[src/rtl/rtc_iso_pkg.sv]
package rtc_iso_pkg;
   // word addresses
   localparam int unsigned A_CTL    = 0;
   localparam int unsigned A_CTL2   = 1;
   localparam int unsigned A_TRIG   = 2;
   localparam int unsigned A_WD_LO  = 3;
   localparam int unsigned A_WD_HI  = 4;
   localparam int unsigned A_RD_LO  = 5;
   localparam int unsigned A_RD_HI  = 6;
   localparam int unsigned A_SN_LO  = 7;
   localparam int unsigned A_SN_HI  = 8;
   // control word bit positions
   localparam int unsigned B_BASE_WR = 1;
   localparam int unsigned B_BASE_RD = 2;
   localparam int unsigned B_CNT_CLR = 3;
   localparam int unsigned B_F0_WR   = 5;
   localparam int unsigned B_F1_WR   = 6;
   localparam int unsigned B_F0_RD   = 7;
   localparam int unsigned B_F1_RD   = 8;

   typedef enum logic [2:0] {
      ACT_NONE, ACT_CLR, ACT_BASE_WR, ACT_FLAG_WR,
      ACT_RD_BASE, ACT_RD_F0, ACT_RD_F1
   } rtc_act_e;
endpackage

[src/rtl/rtc_edge_sync.sv]
module rtc_edge_sync #(
   parameter int unsigned STAGES = 2
) (
   input  logic clk,
   input  logic rst_n,
   input  logic async_in,
   output logic rise
);
   generate
      if (STAGES < 2) begin : g_bad_stages
         $error("rtc_edge_sync: STAGES must be at least 2");
      end
   endgenerate

   logic [STAGES:0] chain;

   always_ff @(posedge clk or negedge rst_n) begin
      if (!rst_n) chain[0] <= 1'b0;
      else        chain[0] <= async_in;
   end

   generate
      for (genvar i = 1; i <= STAGES; i++) begin : g_stage
         always_ff @(posedge clk or negedge rst_n) begin
            if (!rst_n) chain[i] <= 1'b0;
            else        chain[i] <= chain[i-1];
         end
      end
   endgenerate

   // synchronised level is chain[STAGES-1]; chain[STAGES] is its history
   assign rise = chain[STAGES-1] & ~chain[STAGES];

   a_r7_single_pulse: assert property (@(posedge clk) disable iff (!rst_n)
      rise |=> !rise);
endmodule

[src/rtl/rtc_regfile.sv]
module rtc_regfile
   import rtc_iso_pkg::*;
#(
   parameter int unsigned HALF_W = 16,
   parameter int unsigned ADDR_W = 4,
   localparam int unsigned WORD_W = 2 * HALF_W
) (
   input  logic              clk,
   input  logic              rst_n,
   input  logic              bus_we,
   input  logic [ADDR_W-1:0] bus_addr,
   input  logic [HALF_W-1:0] bus_wdata,
   output logic [HALF_W-1:0] bus_rdata,
   output logic [HALF_W-1:0] ctl,
   output logic              arm_req,
   output logic [WORD_W-1:0] wd_word,
   output logic              trig,
   input  logic [WORD_W-1:0] rd_word,
   input  logic [WORD_W-1:0] snap_word
);
   logic [HALF_W-1:0] ctl2_q, wd_lo_q, wd_hi_q;

   always_ff @(posedge clk or negedge rst_n) begin
      if (!rst_n) begin
         ctl     <= '0;
         ctl2_q  <= '0;
         wd_lo_q <= '0;
         wd_hi_q <= '0;
      end else if (bus_we) begin
         case (int'(bus_addr))
            A_CTL:   ctl     <= bus_wdata;
            A_CTL2:  ctl2_q  <= bus_wdata;
            A_WD_LO: wd_lo_q <= bus_wdata;
            A_WD_HI: wd_hi_q <= bus_wdata;
            default: ;
         endcase
      end
   end

   assign arm_req = ctl2_q[0];
   assign wd_word = {wd_hi_q, wd_lo_q};
   assign trig    = bus_we && (int'(bus_addr) == A_TRIG) && bus_wdata[0];

   always_comb begin
      case (int'(bus_addr))
         A_CTL:   bus_rdata = ctl;
         A_CTL2:  bus_rdata = ctl2_q;
         A_WD_LO: bus_rdata = wd_lo_q;
         A_WD_HI: bus_rdata = wd_hi_q;
         A_RD_LO: bus_rdata = rd_word[HALF_W-1:0];
         A_RD_HI: bus_rdata = rd_word[WORD_W-1:HALF_W];
         A_SN_LO: bus_rdata = snap_word[HALF_W-1:0];
         A_SN_HI: bus_rdata = snap_word[WORD_W-1:HALF_W];
         default: bus_rdata = '0;
      endcase
   end
endmodule

[src/rtl/rtc_core.sv]
module rtc_core
   import rtc_iso_pkg::*;
#(
   parameter int unsigned HALF_W = 16,
   localparam int unsigned WORD_W = 2 * HALF_W
) (
   input  logic              clk,
   input  logic              rst_n,
   input  logic              strobe,
   input  logic              tick,
   input  logic [HALF_W-1:0] ctl,
   input  logic              arm_req,
   input  logic [WORD_W-1:0] wd_word,
   input  logic              trig,
   output logic [WORD_W-1:0] rd_word,
   output logic [WORD_W-1:0] snap_word
);
   logic [WORD_W-1:0] base_q, cnt_q, flag0_q, flag1_q;
   logic              armed_q;
   rtc_act_e          act;

   // priority: clear > base write > flag writes > reads
   always_comb begin
      if      (ctl[B_CNT_CLR])                act = ACT_CLR;
      else if (ctl[B_BASE_WR])                act = ACT_BASE_WR;
      else if (ctl[B_F0_WR] || ctl[B_F1_WR])  act = ACT_FLAG_WR;
      else if (ctl[B_BASE_RD])                act = ACT_RD_BASE;
      else if (ctl[B_F0_RD])                  act = ACT_RD_F0;
      else if (ctl[B_F1_RD])                  act = ACT_RD_F1;
      else                                    act = ACT_NONE;
   end

   always_ff @(posedge clk or negedge rst_n) begin
      if (!rst_n) begin
         base_q  <= '0;
         flag0_q <= '0;
         flag1_q <= '0;
         rd_word <= '0;
      end else if (strobe) begin
         case (act)
            ACT_BASE_WR: base_q <= wd_word;
            ACT_FLAG_WR: begin
               if (ctl[B_F0_WR]) flag0_q <= wd_word;
               if (ctl[B_F1_WR]) flag1_q <= wd_word;
            end
            ACT_RD_BASE: rd_word <= base_q;
            ACT_RD_F0:   rd_word <= flag0_q;
            ACT_RD_F1:   rd_word <= flag1_q;
            default: ;
         endcase
      end
   end

   always_ff @(posedge clk or negedge rst_n) begin
      if (!rst_n)                         cnt_q <= '0;
      else if (strobe && act == ACT_CLR)  cnt_q <= '0;
      else if (tick)                      cnt_q <= cnt_q + 1'b1;
   end

   always_ff @(posedge clk or negedge rst_n) begin
      if (!rst_n) begin
         armed_q   <= 1'b0;
         snap_word <= '0;
      end else if (strobe && arm_req) begin
         armed_q <= 1'b1;
      end else if (trig && armed_q) begin
         snap_word <= cnt_q;
         armed_q   <= 1'b0;
      end
   end

   a_r5_cnt_clear: assert property (@(posedge clk) disable iff (!rst_n)
      (strobe && ctl[B_CNT_CLR]) |=> (cnt_q == '0));
   a_r2_base_load: assert property (@(posedge clk) disable iff (!rst_n)
      (strobe && ctl[B_BASE_WR] && !ctl[B_CNT_CLR]) |=> (base_q == $past(wd_word)));
   a_r4_tick_inc: assert property (@(posedge clk) disable iff (!rst_n)
      (tick && !(strobe && ctl[B_CNT_CLR])) |=> (cnt_q == $past(cnt_q) + 1'b1));
   a_r10_rd_hold: assert property (@(posedge clk) disable iff (!rst_n)
      !strobe |=> $stable(rd_word));
   a_r9_snap_hold: assert property (@(posedge clk) disable iff (!rst_n)
      !trig |=> $stable(snap_word));
endmodule

[src/rtl/rtc_iso_core.sv]
module rtc_iso_core #(
   parameter int unsigned HALF_W      = 16,
   parameter int unsigned ADDR_W      = 4,
   parameter int unsigned SYNC_STAGES = 2
) (
   input  logic              clk,
   input  logic              rst_n,
   input  logic              iso_strobe,
   input  logic              sec_tick,
   input  logic              bus_we,
   input  logic [ADDR_W-1:0] bus_addr,
   input  logic [HALF_W-1:0] bus_wdata,
   output logic [HALF_W-1:0] bus_rdata
);
   localparam int unsigned WORD_W = 2 * HALF_W;

   generate
      if (HALF_W < 9) begin : g_bad_half
         $error("rtc_iso_core: HALF_W must hold control bit 8");
      end
      if (ADDR_W < 4) begin : g_bad_addr
         $error("rtc_iso_core: ADDR_W must reach word 8");
      end
   endgenerate

   logic              strobe_rise, tick_rise, arm_req, trig;
   logic [HALF_W-1:0] ctl;
   logic [WORD_W-1:0] wd_word, rd_word, snap_word;

   rtc_edge_sync #(.STAGES(SYNC_STAGES)) u_strobe_sync (
      .clk(clk), .rst_n(rst_n), .async_in(iso_strobe), .rise(strobe_rise));

   rtc_edge_sync #(.STAGES(SYNC_STAGES)) u_tick_sync (
      .clk(clk), .rst_n(rst_n), .async_in(sec_tick), .rise(tick_rise));

   rtc_regfile #(.HALF_W(HALF_W), .ADDR_W(ADDR_W)) u_regs (
      .clk(clk), .rst_n(rst_n), .bus_we(bus_we), .bus_addr(bus_addr),
      .bus_wdata(bus_wdata), .bus_rdata(bus_rdata), .ctl(ctl),
      .arm_req(arm_req), .wd_word(wd_word), .trig(trig),
      .rd_word(rd_word), .snap_word(snap_word));

   rtc_core #(.HALF_W(HALF_W)) u_core (
      .clk(clk), .rst_n(rst_n), .strobe(strobe_rise), .tick(tick_rise),
      .ctl(ctl), .arm_req(arm_req), .wd_word(wd_word), .trig(trig),
      .rd_word(rd_word), .snap_word(snap_word));
endmodule

[config.mk]
export PLATFORM = sky130hd
export DESIGN_NAME = rtc_iso_core
export DESIGN_NICKNAME = d
export VERILOG_FILES = /design/src/rtl/rtc_iso_pkg.sv /design/src/rtl/rtc_edge_sync.sv /design/src/rtl/rtc_regfile.sv /design/src/rtl/rtc_core.sv /design/src/rtl/rtc_iso_core.sv
export SDC_FILE = /design/constraint.sdc
export NUM_CORES = 1
export LEC_CHECK = 0
export CAP_MARGIN = 20
export CORE_MARGIN = 5
export CORE_UTILIZATION = 60
export CTS_CLUSTER_SIZE = 20
export DETAILED_ROUTE_END_ITERATION = 8
export PLACE_DENSITY = 0.77
export SYNTH_ARGS = -nofsm -noshare
export SYNTH_HDL_FRONTEND = slang
export SYNTH_HIERARCHICAL = 1
export SYNTH_SLANG_ARGS = --single-unit
export TNS_END_PERCENT = 20
[constraint.sdc]
create_clock -name clk -period 2.64 [get_ports clk]
set_input_delay 0.528 -clock clk [delete_from_list [all_inputs] [get_ports clk]]
set_output_delay 0.528 -clock clk [all_outputs]
set_load 0.005 [all_outputs]
==> results of run 1 <==
how the worst max path moves through the flow:
stage / end / startpoint / slack (ns)
floorplan: u_core/snap_word[21]$_DFFE_PN0P_ / bus_addr[2] / 0.18
global placement: bus_rdata[6] / bus_addr[1] / -0.36
detailed placement: bus_rdata[6] / bus_addr[3] / -0.38
CTS: bus_rdata[0] / bus_addr[1] / 0.01
global route: bus_rdata[14] / bus_addr[3] / 0.03
finish: bus_rdata[15] / bus_addr[3] / 0.10
sequential cells by signal, indices dropped and copies added, names as in the netlist:
signal               cells
u_core/armed_q           1
u_core/base_q           32
u_core/cnt_q            32
u_core/flag0_q          32
u_core/flag1_q          32
u_core/rd_word          32
u_core/snap_word        32
u_regs/ctl              16
u_regs/ctl2_q           16
u_regs/wd_hi_q          16
u_regs/wd_lo_q          16
u_strobe_sync/chain      3
u_tick_sync/chain        3
routing by layer:
| layer | vias to the layer above | global-route usage (%) | share of wire (%) |
|---|---|---|---|
| met5 | - | 0 | 0 |
| met1 | 4130 | 36.5 | 40 |
| li1 | 3419 | - | - |
| met3 | 57 | 4.24 | 6.8 |
| met2 | 298 | 45.0 | 50 |
| met4 | 0 | 9.38 | 3.0 |
cell usage in the layout, fill, tap and decap left out, drive strengths merged, types with 3 or more instances in the layout:
cell type and n:
dfrtp 263, mux2 207, buf 58, nand2 56, nor2 52, clkbuf 48, a222oi 46, a21oi 46
clkdlybuf4s50 19, mux4 15, dlygate4sd2 14, or4 12, nand3 11, o31ai 10, nand4 10, mux2i 8
nor4 7, nand2b 6, inv 6, nor3 6, or3 5, xnor2 5, xor2 5, and3 4
o21ai 4, clkinv 3, and2 3, nor2b 3
cell usage after synthesis, types with 2 or more instances:
| cell | instances |
|---|---|
| nor2_1 | 50 |
| mux2_2 | 150 |
| clkbuf_1 | 29 |
| or3_1 | 5 |
| mux2i_1 | 8 |
| and3_1 | 4 |
| buf_2 | 10 |
| nor2b_4 | 2 |
| and4_1 | 2 |
| mux4_2 | 15 |
| xnor2_1 | 5 |
| a41o_1 | 2 |
| o31ai_1 | 10 |
| nor4_1 | 7 |
| or4_1 | 12 |
| buf_4 | 4 |
| buf_1 | 13 |
| nand2b_1 | 6 |
| and4b_1 | 2 |
| nand3_1 | 10 |
| a222oi_1 | 46 |
| nor3_1 | 5 |
| nand2_1 | 55 |
| mux2_4 | 16 |
| a21oi_1 | 46 |
| buf_6 | 4 |
| nand4_1 | 8 |
| and2_1 | 3 |
| o41ai_1 | 2 |
| inv_1 | 5 |
| mux2_1 | 41 |
| xor2_1 | 5 |
| o21ai_0 | 3 |
| dfrtp_1 | 263 |
kinds of logic after synthesis:
family / synth area share [%]
xor+xnor: 0.746
simple gates: 8.79
flops: 56.1
buf+inv: 2.74
fa+ha+maj: 0.107
compound gates: 7.58
mux: 23.9
timing repair:
action,CTS,global route
hold buffers,1,0
endpoints found under the hold margin,61,0
buffers inserted,3,1
setup endpoints to repair,16,5
pin swaps,17,0
gates resized for setup,33,4
through the flow:
| step | worst slack, ns | std cells | setup TNS, ns | utilization, % |
|---|---|---|---|---|
| after floorplan | 0.182 | 875 | 0 | - |
| after global placement | -0.360 | 1170 | -9.95 | 66.0 |
| after detailed placement | -0.377 | 1170 | -12.60 | 66.0 |
| after CTS | 0.0121 | 1226 | 0 | 71.1 |
| after global routing | 0.0307 | 1227 | 0 | 71.2 |
| final | 0.104 | 1227 | 0 | 71.2 |
cell type report:
class	count	area, sq um
Sequential cell	263	6580
Fill cell	1271	5570
Multi-Input combinational cell	546	4860
Timing Repair Buffer	96	1040
Clock buffer	46	850
Tap cell	265	332
Clock inverter	6	86.3
Inverter	5	18.8
power by group through the flow:
| stage | clock network [mW] | registers (mW) | logic, mW |
|---|---|---|---|
| 4_1_cts | 3.98 | 6.02 | 2.40 |
| 3_5_place_dp | 0 | 6.06 | 2.39 |
| 5_1_grt | 4.17 | 6.16 | 2.62 |
| 2_1_floorplan | 0 | 5.75 | 1.78 |
| 3_3_place_gp | 0 | 5.94 | 2.26 |
| 6_report | 3.94 | 6.04 | 2.40 |
worst max-delay path: cells and delay by family:
kind / cells / cell delay [ns]
buffers and inverters: 3 / 0.67
and+or+nand+nor: 2 / 0.43
AOI/OAI and AO/OA: 1 / 0.38
==> flow_metrics.py, run 1 <==
metrics = {
    "power": {
        "swShare_pct": 27.2,
        "switchingPower_mw": 3.37,
        "power.density_mw_per_mm2": 899,
        "power.share.sequential_pct": 48.8,
        "power.share.clock_pct": 31.8,
        "totalPowerFinal_mw": 12.4,
        "cellInternalPower_mw": 9.00,
        "p_leak_nw": 6.26,
        "max-vdd-ir-drop_uv": 450,
        "pwr-share-comb_pct": 19.4,
    },
    "worst_setup_path": {
        "worst_path_largest_cell_delay_ns": 0.38,
        "crit_path_top_delay_cell": "a222oi_1",
        "worst_setup_path_start_kind": "input pin",
        "worstRegToRegCells": 4,
        "r2r-end": "u_core/cnt_q[30]$_DFFE_PN0P_",
        "worst-r2r-setup-slack_ns": 0.43,
        "critPathRequiredTime_ns": 2.11,
        "worst_r2r_startpoint": "u_core/cnt_q[14]$_DFFE_PN0P_",
        "worst_setup_path_end_kind": "output pin",
        "critPathKind": "in2out",
        "crit_fanout": 4,
        "cp_data_arrival_time_ns": 2.01,
        "critical_path.cell_chain": "dlygate4sd2_1 > and4bb_2 > buf_4 > a222oi_1 > nand2_1 > clkdlybuf4s15_1",
    },
    "cells_and_area": {
        "finalInstanceArea_sq_mm": 0.0138,
        "areaGrowthSynthToFinish_pct": 17.3,
        "final_nets": 966,
        "insertedDiodeCount": 0,
        "post_route_cells_drive_above_1_share_pct": 31.2,
    },
    "global_route": {
        "global_route.usage.total_pct": 27.0,
        "globalRouteOverflowTotal": 0,
        "first_pass_grt_wire_length_mm": 47.5,
        "antenna_found_initial": 0,
        "number_of_global_route_vias_before_repair": 8425,
        "grt_start_max_net_pins": 68,
    },
    "floorplan": {
        "initial_core_util_pct": 60.7,
        "row_count": 51,
        "die_width_microns": 150,
        "core_area_sq_mm": 0.0193,
        "pin_count": 41,
        "die_y_microns": 150,
        "fp.dieArea_sq_mm": 0.0225,
    },
    "drt": {
        "routed-via-count": 7904,
        "firstDrtPassIters": 8,
        "detailedRoute.firstIterationViolations": 717,
        "routed_wirelength_mm": 29.8,
        "routed_wire_length_per_instance_microns": 24.3,
        "drc_errors": 0,
        "vias_per_cell": 6.44,
        "detail-route-antenna-nets": 0,
    },
    "timing": {
        "finalHoldWorstSlack_ns": 0.348,
        "final.period_utilization_pct": 96.1,
        "worst_clock_skew_ns": 0.0148,
        "report.final.hold_viol_count": 0,
        "tightestPinTransition_ns": 0.672,
        "report.final.setup_viol": 0,
        "grt_setup_unrepaired": "false",
        "slew-limit-headroom_pct": 54.8,
        "post-route-min-period_ns": 2.54,
        "fmax_ghz": 0.394,
        "slew_viol_final": 0,
    },
    "synth": {
        "yosysTopAreaCell": "dfrtp_1",
        "synth_top_cells_by_area": "dfrtp_1 (56%), mux2_2 (14%), mux2_1 (3.9%)",
        "syn_area_per_cell_sq_um": 13.4,
        "synth_nets": 901,
        "synth_cell_types": 61,
        "netlist_instances": 875,
        "yosys.area.top_type_share_pct": 56.1,
        "synth_enable_flop_cells": 0,
        "yosysSeqAreaShare_pct": 56.1,
        "synth_warnings": 6,
        "synth_seq_cells": 263,
        "synth_area_sq_mm": 0.0117,
        "postSynth.asyncResetShare_pct": 100,
        "yosys_most_used_dff": "dfrtp_1",
    },
    "place": {
        "place_congestion": 0.877,
        "port-buffer-count": 40,
        "place_hpwl_mm": 19.2,
        "postPlaceCellArea_sq_mm": 0.0128,
    },
    "outcome": {
        "result_of_the_run": "complete, no violations",
    },
    "clock_tree": {
        "clock_tree.buffer_depth": 3,
        "cts_sinks": 263,
        "cts.root.buffer_cell": "clkbuf_16",
        "numCtsBuffers": 28,
        "clk_pin_slew_ns": 0.06,
        "htree_num_levels": 1,
        "clock_insertion_delay_worst_skew_ns": 0.53,
        "clock_tree_from_tritoncts": "done",
    },
    "worst_hold_path": {
        "hold_class": "reg2reg",
        "min_delay_worst_endpoint": "u_tick_sync/chain[1]$_DFF_PN0_",
        "worst_hold_path.num_cells": 0,
        "hold_path_startpoint": "u_tick_sync/chain[0]$_DFF_PN0_",
    },
    "flow_run": {
        "cap_viol_max_count": 0,
    },
}
No activity file was read; power rests on OpenSTA's default activity.
==> run 2, diff against run 1 <==
==> constraint.sdc (replaced) <==
create_clock -name clk -period 3 [get_ports clk]
set_input_delay 0.6 -clock clk [delete_from_list [all_inputs] [get_ports clk]]
set_output_delay 0.6 -clock clk [all_outputs]
set_load 0.005 [all_outputs]
==> flow_metrics.py, run 2 (synthesis results as in run 1) <==
metrics = {
    "power": {
        "power.share.sequential_pct": 49.5,
        "max-vdd-ir-drop_uv": 447,
        "swShare_pct": 27.4,
        "pwr-share-comb_pct": 19.6,
        "cellInternalPower_mw": 7.78,
        "totalPowerFinal_mw": 10.7,
        "switchingPower_mw": 2.94,
        "power.density_mw_per_mm2": 795,
        "p_leak_nw": 6.10,
        "power.share.clock_pct": 30.9,
    },
    "worst_setup_path": {
        "worst_path_largest_cell_delay_ns": 0.50,
        "path_common_cell": "clkdlybuf4s50_1",
        "critPathKind": "in2out",
        "crit_fanout": 4,
        "cp_data_arrival_time_ns": 2.42,
        "critPathRequiredTime_ns": 2.40,
        "cp.depth": 6,
        "crit_family": "buffers and inverters",
        "critical_path_buf_inv_count": 3,
        "worstRegToRegCells": 5,
        "worst_setup_path_start_kind": "input pin",
        "crit_path_top_delay_cell": "clkdlybuf4s50_1",
        "worst_setup_path_end_kind": "output pin",
        "critical_path.cell_chain": "clkdlybuf4s50_1 > and4bb_2 > buf_4 > a222oi_1 > nand2_1 > clkdlybuf4s50_1",
    },
    "flow_run": {
        "cap_viol_max_count": 0,
    },
    "clock_tree": {
        "cts_sinks": 263,
        "post_cts.repair.setup_buffers": 0,
        "numCtsBuffers": 27,
        "clock_insertion_delay_worst_skew_ns": 0.53,
        "clock_tree.buffer_depth": 3,
        "clk_pin_slew_ns": 0.06,
        "cts.root.buffer_cell": "clkbuf_16",
        "htree_num_levels": 1,
        "clock_tree_from_tritoncts": "done",
        "postCtsHoldBufs": 0,
    },
    "timing": {
        "report.final.setup_viol": 3,
        "slew-limit-headroom_pct": 52.1,
        "finalHoldWorstSlack_ns": 0.0950,
        "tightestPinTransition_ns": 0.718,
        "setup_tns_ns": -0.0389,
        "worst_clock_skew_ns": 0.00850,
        "fmax_ghz": 0.331,
        "slew_viol_final": 0,
        "report.final.hold_viol_count": 0,
        "post-route-min-period_ns": 3.02,
        "finalWorstSetupSlack_ns": -0.0241,
        "final.period_utilization_pct": 101,
        "grt_setup_unrepaired": "true",
    },
    "worst_hold_path": {
        "hold_class": "in2async",
    },
    "cells_and_area": {
        "areaGrowthSynthToFinish_pct": 15.0,
        "multi_input_comb_area_sq_mm": 0.00485,
        "layout.cells.non_filler": 1206,
        "finalInstanceArea_sq_mm": 0.0135,
        "register_area_sq_mm": 0.00658,
        "finalCoreUtilization_pct": 69.8,
        "nFillCells": 1264,
        "post_route_cells_drive_above_1_share_pct": 30.1,
        "layout.cells.most_common": "dfrtp_1",
        "insertedDiodeCount": 0,
        "mostFrequentLayoutCells": "dfrtp_1 (263), mux2_2 (150), nand2_1 (55)",
        "final_nets": 947,
    },
    "drt": {
        "firstDrtPassIters": 6,
        "detail-route-antenna-nets": 0,
        "routed_wire_length_per_instance_microns": 24.1,
        "vias_per_cell": 6.55,
        "drc_errors": 0,
        "routed-via-count": 7900,
        "detailedRoute.firstIterationViolations": 862,
        "routed_wirelength_mm": 29.1,
    },
    "place": {
        "place_worst_setup_slack_ns": -0.154,
        "place_congestion": 0.828,
        "dpl.cell_count": 1157,
        "port-buffer-count": 40,
        "postPlaceCellArea_sq_mm": 0.0126,
        "place_hpwl_mm": 18.4,
    },
    "floorplan": {
        "die_width_microns": 150,
        "pin_count": 41,
        "core_area_sq_mm": 0.0193,
        "row_count": 51,
        "die_y_microns": 150,
        "fp.dieArea_sq_mm": 0.0225,
        "initial_core_util_pct": 60.7,
    },
    "outcome": {
        "result_of_the_run": "finished, violations left",
        "failed_checks": "setup timing",
    },
    "global_route": {
        "globalRouteOverflowTotal": 0,
        "grt_start_max_net_pins": 95,
        "first_pass_grt_wire_length_mm": 47.0,
        "global_route.usage.total_pct": 26.8,
        "number_of_global_route_vias_before_repair": 8327,
        "antenna_found_initial": 0,
    },
}
-- run 2: repair_timing --
action / 4_1_cts / 5_1_grt
pin swaps: 14 / 6
resized for setup: 14 / 5
endpoints found under the hold margin: 0 / 0
setup endpoints to repair: 16 / 7
-- run 2: path summary, 6_finish.rpt --
kind                                             startpoint                        endpoint  slack (ns)
min reg2reg                  u_tick_sync/chain[0]$_DFF_PN0_  u_tick_sync/chain[1]$_DFF_PN0_        0.36
max                                             bus_addr[2]                   bus_rdata[14]       -0.02
min in group clk             u_tick_sync/chain[0]$_DFF_PN0_  u_tick_sync/chain[1]$_DFF_PN0_        0.36
max in group asynchronous                             rst_n  u_core/flag1_q[20]$_DFFE_PN0P_        2.03
max reg2reg                u_strobe_sync/chain[2]$_DFF_PN0_    u_core/cnt_q[30]$_DFFE_PN0P_        0.62
min                                                   rst_n   u_core/base_q[12]$_DFFE_PN0P_        0.09
-- run 2: power groups by stage --
stage	Combinational [mW]	Sequential [mW]	Clock, mW
5_1_grt	2.31	5.42	3.52
3_5_place_dp	2.09	5.34	0
3_3_place_gp	1.97	5.23	0
4_1_cts	2.10	5.29	3.37
2_1_floorplan	1.57	5.06	0
6_report	2.10	5.31	3.32
-- run 2: worst register-to-register path, stage by stage (launching register included) --
cell and delay (ns):
dfrtp_1 0.39, nor2b_4 0.31, a21oi_1 0.17, or3_1 0.63, or4b_4 0.63, mux2i_1 0.13
-- run 2: metal layers --
layer | global-route usage, % | wire length, microns | vias up
met3 | 4.18 | 1940 | 78
met2 | 43.7 | 14400 | 343
met4 | 10.2 | 1030 | 0
met5 | 0 | 0 | -
li1 | - | - | 3378
met1 | 36.8 | 11700 | 4101
-- run 2: area by class of cell --
class	count	area share [%]
clock inverter	10	0.788
timing repair buffer	78	6.08
clock buffer	39	5.79
tap	265	2.46
inverter	5	0.139
sequential	263	48.8
multi-input combinational	546	36.0
